**src/rtl/pwm_tmr_pkg.sv**
```systemverilog
package pwm_tmr_pkg;

  typedef enum logic {
    MODE_ONESHOT = 1'b0,
    MODE_RELOAD  = 1'b1
  } tmr_mode_e;

  // Divider ratio for a select code: top bit set bypasses (ratio 1),
  // otherwise the low bits k give 2^(k+1).
  function automatic int unsigned div_ratio(input int unsigned code,
                                            input int unsigned sel_w);
    int unsigned low_mask;
    low_mask = (32'd1 << (sel_w - 1)) - 32'd1;
    if (((code >> (sel_w - 1)) & 32'd1) != 0)
      return 32'd1;
    return 32'd1 << ((code & low_mask) + 32'd1);
  endfunction

  // Last index of the divider count for a select code (ratio - 1).
  function automatic int unsigned div_last_index(input int unsigned code,
                                                 input int unsigned sel_w);
    return div_ratio(code, sel_w) - 32'd1;
  endfunction

endpackage

```
**src/rtl/pwm_tick_gen.sv**
```systemverilog
module pwm_tick_gen #(
  parameter int PSC_W = 8,
  parameter int SEL_W = 3
) (
  input  logic             clk,
  input  logic             rst_n,
  input  logic             run,
  input  logic [PSC_W-1:0] psc,
  input  logic [SEL_W-1:0] div_sel,
  output logic             tick
);
  import pwm_tmr_pkg::*;

  // Largest ratio is 2^(2^(SEL_W-1)); its last index fits in DCW bits.
  localparam int DCW = 2 ** (SEL_W - 1);

  logic [PSC_W-1:0] psc_cnt;
  logic [DCW-1:0]   div_cnt;
  logic [DCW-1:0]   div_limit;
  logic             psc_hit;
  logic             div_hit;

  assign div_limit = DCW'(div_last_index(int'(div_sel), SEL_W));
  assign psc_hit   = run && (psc_cnt >= psc);
  assign div_hit   = div_cnt >= div_limit;
  assign tick      = psc_hit && div_hit;

  always_ff @(posedge clk) begin
    if (!rst_n || !run) begin
      psc_cnt <= '0;
    end else if (psc_hit) begin
      psc_cnt <= '0;
    end else begin
      psc_cnt <= psc_cnt + 1'b1;
    end
  end

  always_ff @(posedge clk) begin
    if (!rst_n || !run) begin
      div_cnt <= '0;
    end else if (psc_hit) begin
      if (div_hit) div_cnt <= '0;
      else         div_cnt <= div_cnt + 1'b1;
    end
  end

endmodule

```
**src/rtl/pwm_down_core.sv**
```systemverilog
module pwm_down_core #(
  parameter int CNT_W = 16
) (
  input  logic             clk,
  input  logic             rst_n,
  input  logic             tick,
  input  logic             start_req,
  input  logic             stop_req,
  input  logic             autoreload,
  input  logic [CNT_W-1:0] period,
  input  logic [CNT_W-1:0] compare,
  output logic [CNT_W-1:0] cnt,
  output logic [CNT_W-1:0] cmp_q,
  output logic             running,
  output logic             start_evt,
  output logic             stop_evt,
  output logic             wrap_evt,
  output logic             reload_evt
);
  import pwm_tmr_pkg::*;

  tmr_mode_e mode;
  logic      at_zero;

  assign mode       = tmr_mode_e'(autoreload);
  assign at_zero    = (cnt == '0);
  assign start_evt  = start_req && !running;
  assign stop_evt   = stop_req && running;
  assign wrap_evt   = tick && !stop_evt && at_zero;
  assign reload_evt = wrap_evt && (mode == MODE_RELOAD);

  always_ff @(posedge clk) begin
    if (!rst_n) begin
      running <= 1'b0;
      cnt     <= '0;
      cmp_q   <= '0;
    end else if (start_evt) begin
      running <= 1'b1;
      cnt     <= period;
      cmp_q   <= compare;
    end else if (stop_evt) begin
      running <= 1'b0;
    end else if (tick) begin
      if (at_zero) begin
        if (mode == MODE_RELOAD) begin
          cnt   <= period;
          cmp_q <= compare;
        end else begin
          running <= 1'b0;
        end
      end else begin
        cnt <= cnt - 1'b1;
      end
    end
  end

endmodule

```
**src/rtl/pwm_out_stage.sv**
```systemverilog
module pwm_out_stage #(
  parameter int CNT_W = 16
) (
  input  logic             clk,
  input  logic             rst_n,
  input  logic [CNT_W-1:0] cnt,
  input  logic [CNT_W-1:0] cmp_q,
  input  logic             invert,
  input  logic             out_en,
  input  logic             irq_en,
  input  logic             wrap_evt,
  input  logic             flag_clr,
  output logic             flag,
  output logic             pwm_out,
  output logic             irq
);

  logic duty_high;

  assign duty_high = cnt > cmp_q;
  assign pwm_out   = out_en && (duty_high ^ invert);
  assign irq       = flag && irq_en;

  // Hardware set takes precedence over the clear strobe.
  always_ff @(posedge clk) begin
    if (!rst_n)        flag <= 1'b0;
    else if (wrap_evt) flag <= 1'b1;
    else if (flag_clr) flag <= 1'b0;
  end

endmodule

```
**src/rtl/dcnt_pwm_timer.sv**
```systemverilog
module dcnt_pwm_timer #(
  parameter int PSC_W = 8,
  parameter int SEL_W = 3,
  parameter int CNT_W = 16
) (
  input  logic             clk,
  input  logic             rst_n,
  input  logic [PSC_W-1:0] cfg_prescale,
  input  logic [SEL_W-1:0] cfg_div_sel,
  input  logic [CNT_W-1:0] cfg_period,
  input  logic [CNT_W-1:0] cfg_compare,
  input  logic             cfg_autoreload,
  input  logic             cfg_invert,
  input  logic             cfg_out_en,
  input  logic             cfg_irq_en,
  input  logic             en_wr,
  input  logic             en_wdata,
  input  logic             flag_clr,
  output logic             pwm_out,
  output logic [CNT_W-1:0] cnt_value,
  output logic             running,
  output logic             irq
);

  logic             tick_w;
  logic             start_w;
  logic             stop_w;
  logic             wrap_w;
  logic             reload_w;
  logic             flag_w;
  logic [CNT_W-1:0] cmp_w;
  logic             run_w;
  logic [CNT_W-1:0] cnt_w;

  pwm_tick_gen #(.PSC_W(PSC_W), .SEL_W(SEL_W)) u_tick (
    .clk     (clk),
    .rst_n   (rst_n),
    .run     (run_w),
    .psc     (cfg_prescale),
    .div_sel (cfg_div_sel),
    .tick    (tick_w)
  );

  pwm_down_core #(.CNT_W(CNT_W)) u_core (
    .clk        (clk),
    .rst_n      (rst_n),
    .tick       (tick_w),
    .start_req  (en_wr && en_wdata),
    .stop_req   (en_wr && !en_wdata),
    .autoreload (cfg_autoreload),
    .period     (cfg_period),
    .compare    (cfg_compare),
    .cnt        (cnt_w),
    .cmp_q      (cmp_w),
    .running    (run_w),
    .start_evt  (start_w),
    .stop_evt   (stop_w),
    .wrap_evt   (wrap_w),
    .reload_evt (reload_w)
  );

  pwm_out_stage #(.CNT_W(CNT_W)) u_out (
    .clk      (clk),
    .rst_n    (rst_n),
    .cnt      (cnt_w),
    .cmp_q    (cmp_w),
    .invert   (cfg_invert),
    .out_en   (cfg_out_en),
    .irq_en   (cfg_irq_en),
    .wrap_evt (wrap_w),
    .flag_clr (flag_clr),
    .flag     (flag_w),
    .pwm_out  (pwm_out),
    .irq      (irq)
  );

  assign cnt_value = cnt_w;
  assign running   = run_w;

endmodule

```
**config.mk**
```make
export PLATFORM = sky130hd
export DESIGN_NAME = dcnt_pwm_timer
export DESIGN_NICKNAME = d
export VERILOG_FILES = /design/src/rtl/pwm_tmr_pkg.sv /design/src/rtl/pwm_tick_gen.sv /design/src/rtl/pwm_down_core.sv /design/src/rtl/pwm_out_stage.sv /design/src/rtl/dcnt_pwm_timer.sv
export SDC_FILE = /design/constraint.sdc
export NUM_CORES = 1
export LEC_CHECK = 0
export ABC_AREA = 1
export BUFFER_PORTS_ARGS = -buffer_cell sky130_fd_sc_hd__buf_2
export CORE_MARGIN = 2
export CORE_UTILIZATION = 35
export DETAILED_ROUTE_END_ITERATION = 16
export GPL_ROUTABILITY_DRIVEN = 0
export GPL_TIMING_DRIVEN = 0
export MAX_ROUTING_LAYER = met4
export PLACE_DENSITY = 0.69
export SYNTH_ARGS = -nofsm -noshare
export SYNTH_HDL_FRONTEND = slang
export SYNTH_SLANG_ARGS = --single-unit
export TNS_END_PERCENT = 30
```
**constraint.sdc**
```tcl
create_clock -name clk -period 1.75 [get_ports clk]
set_clock_uncertainty 0.15 [all_clocks]
set_input_delay 0 -clock clk [delete_from_list [all_inputs] [get_ports clk]]
set_output_delay 0 -clock clk [all_outputs]
set_load 0.1 [all_outputs]
```
==> qor.yml <==
outcome: "complete, but fails checks"
violations: "negative setup slack"
required_ns: 1.60
drt_iter0_markers: 152
clock_sinks: 46
path_cells: "inv_1, ha_4, nand4_1, a21oi_1, nor2_1, nand2_1, nand2_2, nand2_2, nand2_2, nor2_4, buf_12"
rsz0062_at_grt: "true"
grt_overflow: 0
placed_area_um2: 3916
die_x_um: 101.1
wl_met3_um: 519
max_clock_freq_ghz: 0.4727
switchingPower_w: 0.001442
grt_pass1_wl_um: 14590
crit_arrival_ns: 1.97
synth_cells: 509
critPathLaunchType: "register"
syn_area_um2: 3302
hold_viol_final: 0
numCtsBuffers: 5
slew_headroom_pct: 61.28
coreArea_um2: 9196
synth_xor_area_share_pct: 3.979
wl_um: 9419
ios: 71
synth_edf_count: 0
area_growth_pct: 44.94
wl_met2_um: 4686
synth_mux_area_share_pct: 0
vias_per_cell: 4.782
period_minus_slack_ns: 2.115
hold_class: "in -> reg"
p_leak_nw: 2.393
drv_cap: 0
synth_cell_types: 32
clk_pin_slew_worst_paths_ns: 0.09
synth_compound_area_share_pct: 7.200
swShare_pct: 40.93
cts_tree: "yes"
yosys.area_share.simple_pct: 37.74
post-place-ws_ns: -0.5166
synth_warnings: 0
setup_ws_ns: -0.3655
htree_num_levels: 2
ys_async_sr_fraction_pct: 0
p_comb_share_pct: 43.9
r2r-start: "u_tick.psc_cnt[3]"
p_int_w: 0.002081
first_pass_iters: 5
die_y_um: 101.1
path_delay_family: "simple AND/OR/NAND/NOR gates"
yosys.area_share.adder_pct: 12.50
clockRootBuffer: "clkbuf_8"
antenna_left: 0
wl_met1_um: 4063
grt_use_total_pct: 18.37
pwr-share-clk_pct: 22.7
cp_common_cell: "nand2_2"
grt_pass1_vias: 3272
diodes: 0
clockBufferDepth: 2
critPathKind: "reg -> out"
startpoint: "u_core.cmp_q[15]"
wl_per_cell_um: 12.61
worst_pin_slew_ns: 0.5807
rows: 35
fin_crit_sh_pct: 120.9
final_layout_size_suffix_gt1_share_pct: 31.92
final_max_slew_viol_count: 0
finalInstanceArea_um2: 4786
slowest_delay_ns: 0.32
hold_start: "cfg_period[10]"
avgSynthCellArea_um2: 6.487
vias: 3572
die_area_um2: 10230
nNetsFinal: 720
synth_commonest_cells: "139 x nand2_1, 104 x nor2_1, 68 x inv_1, 46 x dfxtp_1, 33 x ha_1"
grt_max_degree: 15
p_seq_share_pct: 33.4
synth_sequential_area_ratio_pct: 27.89
drt_drc_violations_left: 0
nFillCells: 859
synth_most_common_cell: "nand2_1"
synth_top_family_by_area: "simple AND/OR/NAND/NOR gates"
ys_top_cells_by_area: "dfxtp_1 28%, nand2_1 16%, ha_1 13%, nor2_1 12%, inv_1 7.7%"
power_density_nw_per_um2: 736.0
cp_num_buf_inv: 2
slowest_stage: "dfxtp_1"
io_buffers: 69
path_max_fanout: 3
ys.flop_type: "dfxtp_1"
antenna_found_initial: 0
setup_violations: 34
initial_core_util_pct: 35.90
synth_top_area_cell: "dfxtp_1"
yosysTopAreaCellShare_pct: 27.89
top_layer_used: "met4"
synth_nets: 594
hpwl_um: 6512
ys_seq_elements: 46
clk_latency_ns: 0.30
peakVddDrop_mv: 0.5481
end_kind: "output port"
## state kept, by name, indices dropped and copies added (netlist names)
signal          cells
u_out.flag          1
u_tick.psc_cnt      8
u_core.cnt         16
u_tick.div_cnt      4
u_core.running      1
u_core.cmp_q       16
## path summary, 6_finish.rpt
check | to | slack [ns] | cells past startpoint
worst max-delay path | pwm_out | -0.37 | 11
worst min-delay path | u_core.cnt[10] | 0.03 | 7
worst max register to register | u_core.cmp_q[11] | -0.30 | 14
worst min register to register | u_tick.div_cnt[0] | 0.35 | 2
## layer usage
| metal | track usage [%] | vias up |
|---|---|---|
| met5 | - | - |
| met4 | 5.509 | 0 |
| met3 | 2.415 | 16 |
| met2 | 30.62 | 111 |
| met1 | 23.22 | 1607 |
| li1 | - | 1838 |
## power groups by stage
stage,clock network (W),logic [W],registers (W)
CTS,0.000819,0.00147,0.00118
global placement,0,0.00129,0.00120
global route,0.000865,0.00169,0.00118
detailed placement,0,0.00132,0.00120
finish,0.000800,0.00155,0.00118
floorplan,0,0.000789,0.00144
## what timing repair did
action	CTS	global route
hold buffers	35	0
buffers inserted	9	3
hold endpoints to repair	32	0
gates resized for setup	35	39
endpoints found under the setup margin	47	47
pin swaps	17	23
cloned	2	1
## cell type report
| type | instances | area (um^2) | share of cell area, % |
|---|---|---|---|
| buffer | 12 | 107.6 | 2.248 |
| clock buffer | 6 | 72.57 | 1.516 |
| clock inverter | 2 | 36.28 | 0.7582 |
| inverter | 69 | 261.5 | 5.464 |
| multi-input combinational | 382 | 2317 | 48.42 |
| sequential | 46 | 996.0 | 20.81 |
| tap | 111 | 138.9 | 2.902 |
| timing repair buffer | 119 | 855.8 | 17.88 |
## cells in the final DEF, fill, tap and decap left out, types with 11 or more instances in the layout
| master | instances |
|---|---|
| dlygate4sd3_1 | 35 |
| dfxtp_1 | 20 |
| nand2_2 | 19 |
| nand3_1 | 16 |
| nand2_1 | 123 |
| buf_4 | 11 |
| inv_1 | 62 |
| xor2_1 | 12 |
| dfxtp_4 | 17 |
| nor2_1 | 88 |
| a21oi_1 | 19 |
| ha_1 | 21 |
| nor2_2 | 16 |
| ha_4 | 11 |
| buf_2 | 70 |
## logic make-up after synthesis
logic type | Yosys count
buffers and inverters | 81
xor gates and xnor gates | 15
DFF | 46
AOI/OAI and AO/OA | 42
and+or+nand+nor | 292
adders and majority gates | 33
## worst register-to-register path, delay by kind of cell, from the launching register on
family | cells | cell delay (ns)
adder cells (fa/ha/maj) | 1 | 0.27
flip-flops | 1 | 0.34
buffers and inverters | 1 | 0.21
AND/OR/NAND/NOR | 12 | 1.03
## through the flow
stage	cells	utilization [%]	power (W)	hold slack, ns	setup TNS (ns)
after global routing	747	52.04	0.003736	0.08835	-11.82
final	747	52.04	0.003522	0.02965	-7.162
after global placement	689	42.59	0.002494	0.07119	-12.20
after CTS	743	49.85	0.003466	0.03067	-6.226
after detailed placement	689	42.59	0.002525	0.07663	-16.12
after floorplan	509	-	0.002233	-0.01508	-3.069
Note: power is estimated with default switching activity, not from simulation.
